## config.mk

```make
export PLATFORM = sky130hd
export DESIGN_NAME = sciRxWakeTop
export DESIGN_NICKNAME = d
export VERILOG_FILES = /design/src/rtl/sciRxPkg.sv /design/src/rtl/sciRxCtrl.sv /design/src/rtl/sciRxDatapath.sv /design/src/rtl/sciRxWakeTop.sv
export SDC_FILE = /design/constraint.sdc
export NUM_CORES = 1
export LEC_CHECK = 0
export ABC_CLOCK_PERIOD_IN_PS = 2700
export CAP_MARGIN = 20
export CORE_MARGIN = 2
export CORE_UTILIZATION = 57
export CTS_CLUSTER_SIZE = 16
export DETAILED_ROUTE_END_ITERATION = 16
export PLACE_DENSITY = 0.82
export SLEW_MARGIN = 20
export SYNTH_ARGS = -nofsm -noshare
export SYNTH_HDL_FRONTEND = slang
export SYNTH_SLANG_ARGS = --single-unit
export TNS_END_PERCENT = 100
```

## constraint.sdc

```tcl
create_clock -name clk -period 2.7 [get_ports clk]
set_input_delay 0.81 -clock clk [delete_from_list [all_inputs] [get_ports clk]]
set_output_delay 0.81 -clock clk [all_outputs]
set_load 0.1 [all_outputs]
```

## src/rtl/sciRxPkg.sv

```systemverilog
package sciRxPkg;
  // strobes from the bit-timing control to the receive datapath
  typedef struct packed {
    logic startSeen;   // falling edge seen while hunting
    logic sampleEn;    // capture an early mid-bit sample
    logic bitDone;     // third mid-bit sample: vote is valid
    logic shiftEn;     // push voted data bit
    logic frameEnd;    // stop bit voted, character complete
    logic abortStart;  // start bit voted high
  } rxStrobeT;
endpackage

```

## src/rtl/sciRxCtrl.sv

```systemverilog
module sciRxCtrl
  import sciRxPkg::*;
#(
  parameter int OVERSAMPLE = 16,
  parameter int DATA_W     = 8
) (
  input  logic     clk,
  input  logic     rstN,
  input  logic     baudTick,
  input  logic     rxS,
  input  logic     vote,
  input  logic     nineBit,
  output rxStrobeT stb
);
  localparam int CNT_W = $clog2(OVERSAMPLE);
  localparam int MID   = OVERSAMPLE / 2;
  localparam int IDX_W = $clog2(DATA_W + 1);

  typedef enum logic [1:0] {HUNT, START, DATA, STOP} rxStateT;

  rxStateT            state;
  logic [CNT_W-1:0]   cnt;
  logic [IDX_W-1:0]   bitIdx;
  logic [IDX_W-1:0]   lastIdx;
  logic               lastCnt;
  logic               busy;

  assign lastCnt = (cnt == CNT_W'(OVERSAMPLE - 1));
  assign lastIdx = nineBit ? IDX_W'(DATA_W) : IDX_W'(DATA_W - 1);
  assign busy    = (state != HUNT);

  always_comb begin
    stb            = '0;
    stb.startSeen  = baudTick && !busy && !rxS;
    stb.sampleEn   = baudTick && busy &&
                     ((cnt == CNT_W'(MID - 1)) || (cnt == CNT_W'(MID)));
    stb.bitDone    = baudTick && busy && (cnt == CNT_W'(MID + 1));
    stb.shiftEn    = stb.bitDone && (state == DATA);
    stb.frameEnd   = stb.bitDone && (state == STOP);
    stb.abortStart = stb.bitDone && (state == START) && vote;
  end

  always_ff @(posedge clk) begin
    if (!rstN) begin
      state  <= HUNT;
      cnt    <= '0;
      bitIdx <= '0;
    end else if (baudTick) begin
      if (busy) cnt <= lastCnt ? '0 : cnt + 1'b1;
      case (state)
        HUNT: begin
          if (!rxS) begin
            state <= START;
            cnt   <= CNT_W'(1);
          end
        end
        START: begin
          if (stb.abortStart) state <= HUNT;
          else if (lastCnt) begin
            state  <= DATA;
            bitIdx <= '0;
          end
        end
        DATA: begin
          if (lastCnt) begin
            if (bitIdx == lastIdx) state <= STOP;
            else bitIdx <= bitIdx + 1'b1;
          end
        end
        STOP: begin
          if (stb.frameEnd) state <= HUNT;
        end
        default: state <= HUNT;
      endcase
    end
  end

  // at most one frame-level strobe per cycle
  a_r13_strobe_exclusive: assert property (@(posedge clk) disable iff (!rstN)
    $onehot0({stb.startSeen, stb.shiftEn, stb.frameEnd, stb.abortStart}));

  // an aborted start leaves the receiver hunting on the next cycle
  a_r13_abort_to_hunt: assert property (@(posedge clk) disable iff (!rstN)
    stb.abortStart |=> !busy);
endmodule

```

## src/rtl/sciRxDatapath.sv

```systemverilog
module sciRxDatapath
  import sciRxPkg::*;
#(
  parameter int OVERSAMPLE = 16,
  parameter int DATA_W     = 8
) (
  input  logic              clk,
  input  logic              rstN,
  input  logic              baudTick,
  input  logic              rxLine,
  input  logic              wrEn,
  input  logic              wrSel,
  input  logic [7:0]        wrData,
  input  logic              statusRd,
  input  logic              dataRd,
  input  rxStrobeT          stb,
  output logic              rxS,
  output logic              vote,
  output logic              nineBit,
  output logic [7:0]        statusQ,
  output logic [DATA_W-1:0] dataQ,
  output logic [7:0]        ctrl1Q,
  output logic [7:0]        ctrl2Q,
  output logic              irq,
  output logic              txLine
);
  localparam int IDLE8  = OVERSAMPLE * (DATA_W + 2);
  localparam int IDLE9  = OVERSAMPLE * (DATA_W + 3);
  localparam int IDLE_W = $clog2(IDLE9 + 1);
  localparam int FLAG_N = 5;
  // flag vector order: full, idle, overrun, noise, framing
  localparam int F_FULL = 4;
  localparam int F_IDLE = 3;
  localparam int F_OVR  = 2;
  localparam int F_NSE  = 1;
  localparam int F_FRM  = 0;

  logic              rxMeta;
  logic              sampA, sampB;
  logic              noisy, frameNoise;
  logic [DATA_W:0]   shReg;
  logic              rxBit8;
  logic              rxIntEn, idleIntEn, wakeUp, sendBreak;
  logic [FLAG_N-1:0] flags, armMask, clrMask, setMask;
  logic [IDLE_W-1:0] idleCnt, idleThr;
  logic              idleArmed, idleEvent;
  logic              loadChar;
  logic [7:0]        wrDataUnused;

  assign wrDataUnused = {wrData[7:6], wrData[3:2], 4'b0};

  // two-stage line synchronizer
  always_ff @(posedge clk) begin
    if (!rstN) begin
      rxMeta <= 1'b1;
      rxS    <= 1'b1;
    end else begin
      rxMeta <= rxLine;
      rxS    <= rxMeta;
    end
  end

  // three-point mid-bit vote
  always_ff @(posedge clk) begin
    if (!rstN) begin
      sampA <= 1'b1;
      sampB <= 1'b1;
    end else if (stb.sampleEn) begin
      sampA <= sampB;
      sampB <= rxS;
    end
  end

  assign vote  = (sampA & sampB) | (sampA & rxS) | (sampB & rxS);
  assign noisy = !((sampA == sampB) && (sampB == rxS));

  always_ff @(posedge clk) begin
    if (!rstN) begin
      frameNoise <= 1'b0;
      shReg      <= '0;
    end else if (stb.startSeen) begin
      frameNoise <= 1'b0;
      shReg      <= '0;
    end else begin
      if (stb.bitDone && noisy) frameNoise <= 1'b1;
      if (stb.shiftEn) shReg <= {vote, shReg[DATA_W:1]};
    end
  end

  // idle-line detector on the raw synchronized line
  assign idleThr   = nineBit ? IDLE_W'(IDLE9 - 1) : IDLE_W'(IDLE8 - 1);
  assign idleEvent = baudTick && rxS && idleArmed && (idleCnt == idleThr);

  always_ff @(posedge clk) begin
    if (!rstN) begin
      idleCnt   <= '0;
      idleArmed <= 1'b0;
    end else if (baudTick) begin
      if (!rxS) begin
        idleCnt   <= '0;
        idleArmed <= 1'b1;
      end else begin
        if (idleCnt != IDLE_W'(IDLE9)) idleCnt <= idleCnt + 1'b1;
        if (idleEvent) idleArmed <= 1'b0;
      end
    end
  end

  // control registers
  always_ff @(posedge clk) begin
    if (!rstN) begin
      nineBit   <= 1'b0;
      rxIntEn   <= 1'b0;
      idleIntEn <= 1'b0;
      wakeUp    <= 1'b0;
      sendBreak <= 1'b0;
    end else begin
      if (idleEvent && wakeUp) wakeUp <= 1'b0;
      if (wrEn) begin
        if (!wrSel) nineBit <= wrData[4];
        else begin
          rxIntEn   <= wrData[5];
          idleIntEn <= wrData[4];
          wakeUp    <= wrData[1];
          sendBreak <= wrData[0];
        end
      end
    end
  end

  // flag set / two-step clear
  assign loadChar = stb.frameEnd && !wakeUp && !flags[F_FULL];
  assign clrMask  = dataRd ? armMask : '0;

  always_comb begin
    setMask         = '0;
    setMask[F_FULL] = loadChar;
    setMask[F_OVR]  = stb.frameEnd && !wakeUp && flags[F_FULL];
    setMask[F_NSE]  = loadChar && (frameNoise || noisy);
    setMask[F_FRM]  = loadChar && !vote;
    setMask[F_IDLE] = idleEvent && !wakeUp;
  end

  always_ff @(posedge clk) begin
    if (!rstN) begin
      flags   <= '0;
      armMask <= '0;
      dataQ   <= '0;
      rxBit8  <= 1'b0;
    end else begin
      flags <= (flags & ~clrMask) | setMask;
      if (dataRd)   armMask <= '0;
      if (statusRd) armMask <= flags;
      if (loadChar) begin
        dataQ  <= nineBit ? shReg[DATA_W-1:0] : shReg[DATA_W:1];
        rxBit8 <= nineBit & shReg[DATA_W];
      end
    end
  end

  always_ff @(posedge clk) begin
    if (!rstN) txLine <= 1'b1;
    else       txLine <= !sendBreak;
  end

  assign statusQ = {2'b00, flags, 1'b0};
  assign ctrl1Q  = {rxBit8, 2'b00, nineBit, 4'b0000};
  assign ctrl2Q  = {2'b00, rxIntEn, idleIntEn, 2'b00, wakeUp, sendBreak};
  assign irq     = !wakeUp && ((rxIntEn && (flags[F_FULL] || flags[F_OVR])) ||
                               (idleIntEn && flags[F_IDLE]));

  // a completed frame with an empty holding register raises full
  a_r2_full_on_frame: assert property (@(posedge clk) disable iff (!rstN)
    (stb.frameEnd && !wakeUp && !flags[F_FULL]) |=> flags[F_FULL]);

  // a frame arriving into a full register keeps the old data
  a_r6_overrun_keeps_data: assert property (@(posedge clk) disable iff (!rstN)
    (stb.frameEnd && !wakeUp && flags[F_FULL]) |=> (flags[F_OVR] && $stable(dataQ)));

  // a flag only drops on a data read
  a_r7_clear_needs_data_read: assert property (@(posedge clk) disable iff (!rstN)
    $fell(flags[F_FULL]) |-> $past(dataRd));

  // idle flag only rises when the line has been active
  a_r9_idle_needs_activity: assert property (@(posedge clk) disable iff (!rstN)
    $rose(flags[F_IDLE]) |-> $past(idleArmed));

  // frames completing in wakeup leave data and flags alone
  a_r10_wake_drops_frame: assert property (@(posedge clk) disable iff (!rstN)
    (stb.frameEnd && wakeUp && !dataRd) |=> ($stable(dataQ) && $stable(flags[F_FULL])));

  // break drives the line low
  a_r12_break_low: assert property (@(posedge clk) disable iff (!rstN)
    sendBreak |=> !txLine);
endmodule

```

## src/rtl/sciRxWakeTop.sv

```systemverilog
module sciRxWakeTop
  import sciRxPkg::*;
#(
  parameter int OVERSAMPLE = 16,
  parameter int DATA_W     = 8
) (
  input  logic              clk,
  input  logic              rstN,
  input  logic              baudTick,
  input  logic              rxLine,
  input  logic              wrEn,
  input  logic              wrSel,
  input  logic [7:0]        wrData,
  input  logic              statusRd,
  input  logic              dataRd,
  output logic [7:0]        statusQ,
  output logic [DATA_W-1:0] dataQ,
  output logic [7:0]        ctrl1Q,
  output logic [7:0]        ctrl2Q,
  output logic              irq,
  output logic              txLine
);
  rxStrobeT stb;
  logic     rxS, vote, nineBit;

  sciRxCtrl #(.OVERSAMPLE(OVERSAMPLE), .DATA_W(DATA_W)) u_ctrl (
    .clk(clk), .rstN(rstN), .baudTick(baudTick), .rxS(rxS), .vote(vote),
    .nineBit(nineBit), .stb(stb)
  );

  sciRxDatapath #(.OVERSAMPLE(OVERSAMPLE), .DATA_W(DATA_W)) u_dp (
    .clk(clk), .rstN(rstN), .baudTick(baudTick), .rxLine(rxLine),
    .wrEn(wrEn), .wrSel(wrSel), .wrData(wrData), .statusRd(statusRd),
    .dataRd(dataRd), .stb(stb), .rxS(rxS), .vote(vote), .nineBit(nineBit),
    .statusQ(statusQ), .dataQ(dataQ), .ctrl1Q(ctrl1Q), .ctrl2Q(ctrl2Q),
    .irq(irq), .txLine(txLine)
  );
endmodule

```

# Word-level counts from Yosys, hierarchy flattened
# Cells that the tools add are included.
[word_totals]
register_bits = 58
latchBits = 0
ram_bits = 0
mem_bits_ro = 0
out_inout_bits = 34
word_cells = 132
memories = 0
[classes]
add_sub_neg = 3
mul = 0
div = 0
order_cmp = 0
eq_ne = 22
shifts = 0
muxes = 29
bitwise_logic = 11
n_reduce_logical = 46
[op_table]
columns = ["op", "count"]
rows = [
  ["4-bit two-way mux", 9],
  ["1-bit logical AND", 24],
  ["8-bit two-way mux", 3],
  ["5-bit two-way mux", 3],
  ["4-bit == test (second input constant)", 3],
  ["2-bit two-way mux", 6],
  ["2-bit inequality test (second input constant)", 6],
  ["6-bit AND reduction", 2],
  ["4-bit by 1-bit adder with 4-bit output (second input constant)", 2],
  ["8-bit by 1-bit adder with 8-bit output (second input constant)", 1],
  ["8-bit == test", 1],
  ["8-bit inequality test (second input constant)", 1],
  ["2-bit case mux with 4 select lines", 1],
  ["4-bit case mux with 2 select lines", 1],
  ["2-bit AND reduction", 4],
  ["1-bit zero test", 7],
  ["6-bit two-way mux", 1],
  ["2-bit by 1-bit inequality test with 1-bit output (second input constant)", 3],
  ["2-bit nonzero test", 3],
  ["5-bit bitwise AND", 1],
  ["1-bit two-way mux", 5],
  ["5-bit NOT", 1],
  ["5-bit bitwise OR", 1],
  ["1-bit bitwise AND", 4],
  ["other kinds (11)", 18],
]

# Longest topological paths before layout
[depth]
ltp_word = 8
ltp_mapped = 8
depth_no_buf = 6

# Cells and area by module
# Synthesis repeated with hierarchy kept, for this count alone.
[hier_totals]
cells_unflattened = 350
hier_area_um2 = 3000.4
[by_module_without_submodules]
columns = ["mod", "n_inst", "cells_per_inst", "area_per_inst_um2", "seq_area_each_um2"]
rows = [
  ["sciRxDatapath", 1, 249, 2247.2, 960.9],
  ["sciRxCtrl", 1, 101, 753.2, 200.2],
]

# Least setup slack after synthesis
# OpenSTA, ideal clock, no wires.
[synth_path]
path_type = "register to output"
from = "register u_dp.flags[4]"
to = "output port irq"
arrival_ps = 2694
required_ps = 1890
path_slack_ps = -804
stages_incl_launch_ff = 3
path_buffers = 0
path_cell_list = "dfxtp_1 o21ai_0 a21oi_1"
[synth_via]
elab_chain_cells = 4
[synth_rtl]
columns = ["element", "line", "source"]
rows = [
  ["start, declared", "sciRxDatapath.sv:44", "logic [FLAG_N-1:0] flags, armMask, clrMask, setMask;"],
  ["start signal, assigned", "sciRxDatapath.sv:151", "flags <= (flags & ~clrMask) | setMask;"],
  ["1-bit logical OR", "sciRxDatapath.sv:169", "assign irq = !wakeUp && ((rxIntEn && (flags[F_FULL] || flags[F_OVR])) ||"],
  ["1-bit logical AND", "sciRxDatapath.sv:169", ""],
  ["1-bit logical OR", "sciRxDatapath.sv:169", ""],
  ["1-bit logical AND", "sciRxDatapath.sv:169", ""],
  ["end, declared", "sciRxWakeTop.sv:20", "output logic irq,"],
]
# No other way between the ends.

==> flow_summary.json <==
{
  "cts_tree": "done",
  "drc": 0,
  "io_buffers": 32,
  "path_clk_slew_ns": 0.06,
  "critPathArrivalTime_ns": 2.48,
  "status": "complete, no violations",
  "instances_no_fill": 430,
  "finalSetupTns_ns": 0,
  "dp_slack_ns": 0.103,
  "cts_sinks": 58,
  "syn2layout_area_growth_pct": 16.2,
  "cts_max_level": 3,
  "die-area_sq_mm": 0.00576,
  "grt_start_max_net_pins": 22,
  "path_cells": "clkdlybuf4s50_1 -> nand4b_4 -> mux2_2 -> a211o_1 -> o311a_1",
  "drt_iter0_drc": 97,
  "antenna_cells": 0,
  "p_per_area_mw_per_mm2": 571,
  "hp-start": "u_dp.sendBreak",
  "yosys-top-cells-count": "58 x dfxtp_1, 34 x nand2_1, 23 x mux2i_1, 23 x nor2_1, 20 x buf_4",
  "wl_um": 5800,
  "slowest_stage": "clkdlybuf4s50_1",
  "max_freq_mhz": 442,
  "r2r_setup_slack_ns": 0.79,
  "fin_nets": 381,
  "drtPass1Iterations": 5,
  "max_slew.worst_pin.slew_ns": 0.568,
  "place.gp.congestion": 0.846,
  "grt_pass1_vias": 2193,
  "critPathMaxFanout": 6,
  "required_ns": 2.92,
  "synth.largest_area_cell": "dfxtp_1",
  "reg2reg_depth": 5,
  "synthTopCellsByArea": "dfxtp_1 39%, mux2i_1 7.8%, buf_4 5.1%, nand2_1 4.3%, ha_1 3.4%",
  "ios": 50,
  "fin_crit_sh_pct": 83.8,
  "synth_edf_count": 0,
  "rr_startpoint": "u_ctrl.cnt[0]",
  "avgRoutedWirePerCell_um": 13.5,
  "synth_cells": 331,
  "grt_pass1_wl_um": 9520,
  "cts_buffers": 9,
  "rsz0062_at_grt": "no",
  "critPathCaptureType": "flop",
  "skew_ns": 0.00978,
  "hold_class": "flop to flop",
  "cts_setup_buffers": 0,
  "hold_end": "u_dp.txLine",
  "synth_async_sr_flop_share_pct": 0,
  "maxCapViolCount": 0,
  "min_period_ns": 2.26,
  "ctsResizeCount": 0,
  "avgViaCountPerCell": 5.50,
  "hold_violations": 0,
  "cp_num_buf_inv": 1,
  "die_x_um": 75.9,
  "syn-cell-area_sq_mm": 0.00294,
  "yosysMostFrequentCell": "dfxtp_1",
  "ctsHoldBuffers": 0,
  "vias": 2367,
  "layout-drive-gt1-share_pct": 14.4,
  "slew_violations": 0,
  "grt-ovfl-total": 0,
  "setup_slack_ns": 0.438,
  "antenna_found_initial": 0,
  "vdd_drop_max_v": 0.000293,
  "hold_path_depth": 1,
  "ys.warnings.count": 0,
  "initial_core_util_pct": 58.4,
  "clockBufferDepth": 2,
  "worst_setup_path_start_kind": "primary input",
  "placedCellCount": 416,
  "clk_latency_ns": 0.33,
  "row_count": 26,
  "hpwl_um": 4010,
  "worstSetupPathType": "primary input to flop",
  "syn_area_per_cell_sq_um": 8.89,
  "p_leak_nw": 1.42,
  "root_buffer": "clkbuf_8",
  "max_stage_delay_ns": 0.60,
  "setup_viol": 0,
  "synth_top_area_share_pct": 39.4,
  "synth-seq-area-share_pct": 39.4,
  "ant_nets": 0,
  "grt_usage_pct": 21.9,
  "synthDistinctLibCells": 54,
  "core-area_sq_mm": 0.00504,
  "synth_seq_cells": 58,
  "die_y_um": 75.9,
  "slew_headroom_pct": 62.1,
  "ys.flop_type": "dfxtp_1",
  "critPathTopFamily": "compound AO/OA/AOI/OAI gates"
}
registers in the layout, summed over array words and instances, names as in the netlist, 4 cells and up, named ones only:
| register | cells |
|---|---|
| u_dp.flags | 5 |
| u_ctrl.bitIdx | 4 |
| u_dp.dataQ | 8 |
| u_dp.armMask | 5 |
| u_dp.shReg | 9 |
| u_ctrl.cnt | 4 |
| u_dp.idleCnt | 8 |
power breakdown:
group	internal, W	switching [W]	total (W)
clock network	0.000533	0.000324	0.000857
logic	0.0000543	0.000163	0.000218
registers	0.000867	0.0000140	0.000881
total	0.00145	0.000501	0.00196
final cells by class:
cell class              instances  area (sq um)
fillers                       397          1620
inverters                       9          33.8
multi-input cells             239          1590
clock inverters                 3          65.1
well taps                      70          87.6
clock buffers                  11           141
repair buffers                 40           340
flip-flops and latches         58          1160
layer usage:
| layer | global-route usage, % | vias up | routed length, um |
|---|---|---|---|
| met5 | 0 | - | 0 |
| met4 | 11.9 | 0 | 77 |
| met3 | 5.42 | 9 | 255 |
| met2 | 37.2 | 53 | 2830 |
| met1 | 25.1 | 1118 | 2630 |
| li1 | - | 1187 | - |
layout by cell type, fill, tap and decap left out, types with 4 or more instances in the layout:
| master | Yosys | final |
|---|---|---|
| ha_1 | 8 | 8 |
| nand3_1 | 12 | 12 |
| a22oi_1 | 5 | 5 |
| nor3b_1 | 6 | 6 |
| nor2_1 | 23 | 23 |
| clkdlybuf4s50_1 | 0 | 11 |
| nor2b_1 | 11 | 11 |
| and3_1 | 5 | 5 |
| dfxtp_1 | 58 | 56 |
| clkbuf_8 | 0 | 10 |
| a21oi_1 | 10 | 9 |
| o21ai_0 | 9 | 9 |
| nand3b_1 | 4 | 4 |
| inv_1 | 9 | 9 |
| a21boi_0 | 9 | 9 |
| o211a_1 | 10 | 10 |
| nand2_1 | 34 | 34 |
| nand2b_1 | 6 | 6 |
| nor3_1 | 6 | 6 |
| conb_1 | 1 | 13 |
| mux2i_1 | 23 | 23 |
| buf_4 | 20 | 28 |
worst max path at each step:
stage,from,end,slack (ns),cells after the start
global placement,baudTick,flop,0.12,5
floorplan,u_dp.flags[3],irq,0.11,2
finish,baudTick,flop,0.44,5
detailed placement,baudTick,flop,0.10,5
global route,baudTick,flop,0.39,5
CTS,baudTick,flop,0.45,5
through the flow:
step	total power, W	hold slack, ns	utilization (%)	cell area, sq um
floorplan	0.00109	0.372	-	3000
global placement	0.00111	0.386	63.8	3220
detailed placement	0.00112	0.384	63.8	3220
CTS	0.00197	0.398	67.9	3420
global route	0.00201	0.436	67.9	3420
finish	0.00196	0.402	67.9	3420
kinds of logic after synthesis:
logic type	share of synthesized area [%]
muxes	8.20
xor gates and xnor gates	1.49
buffers and inverters	8.67
AOI/OAI and AO/OA	16.4
other	0.127
adders and majority gates	3.40
and+or+nand+nor	22.2
DFF	39.4
(Power assumes the default switching activity.)
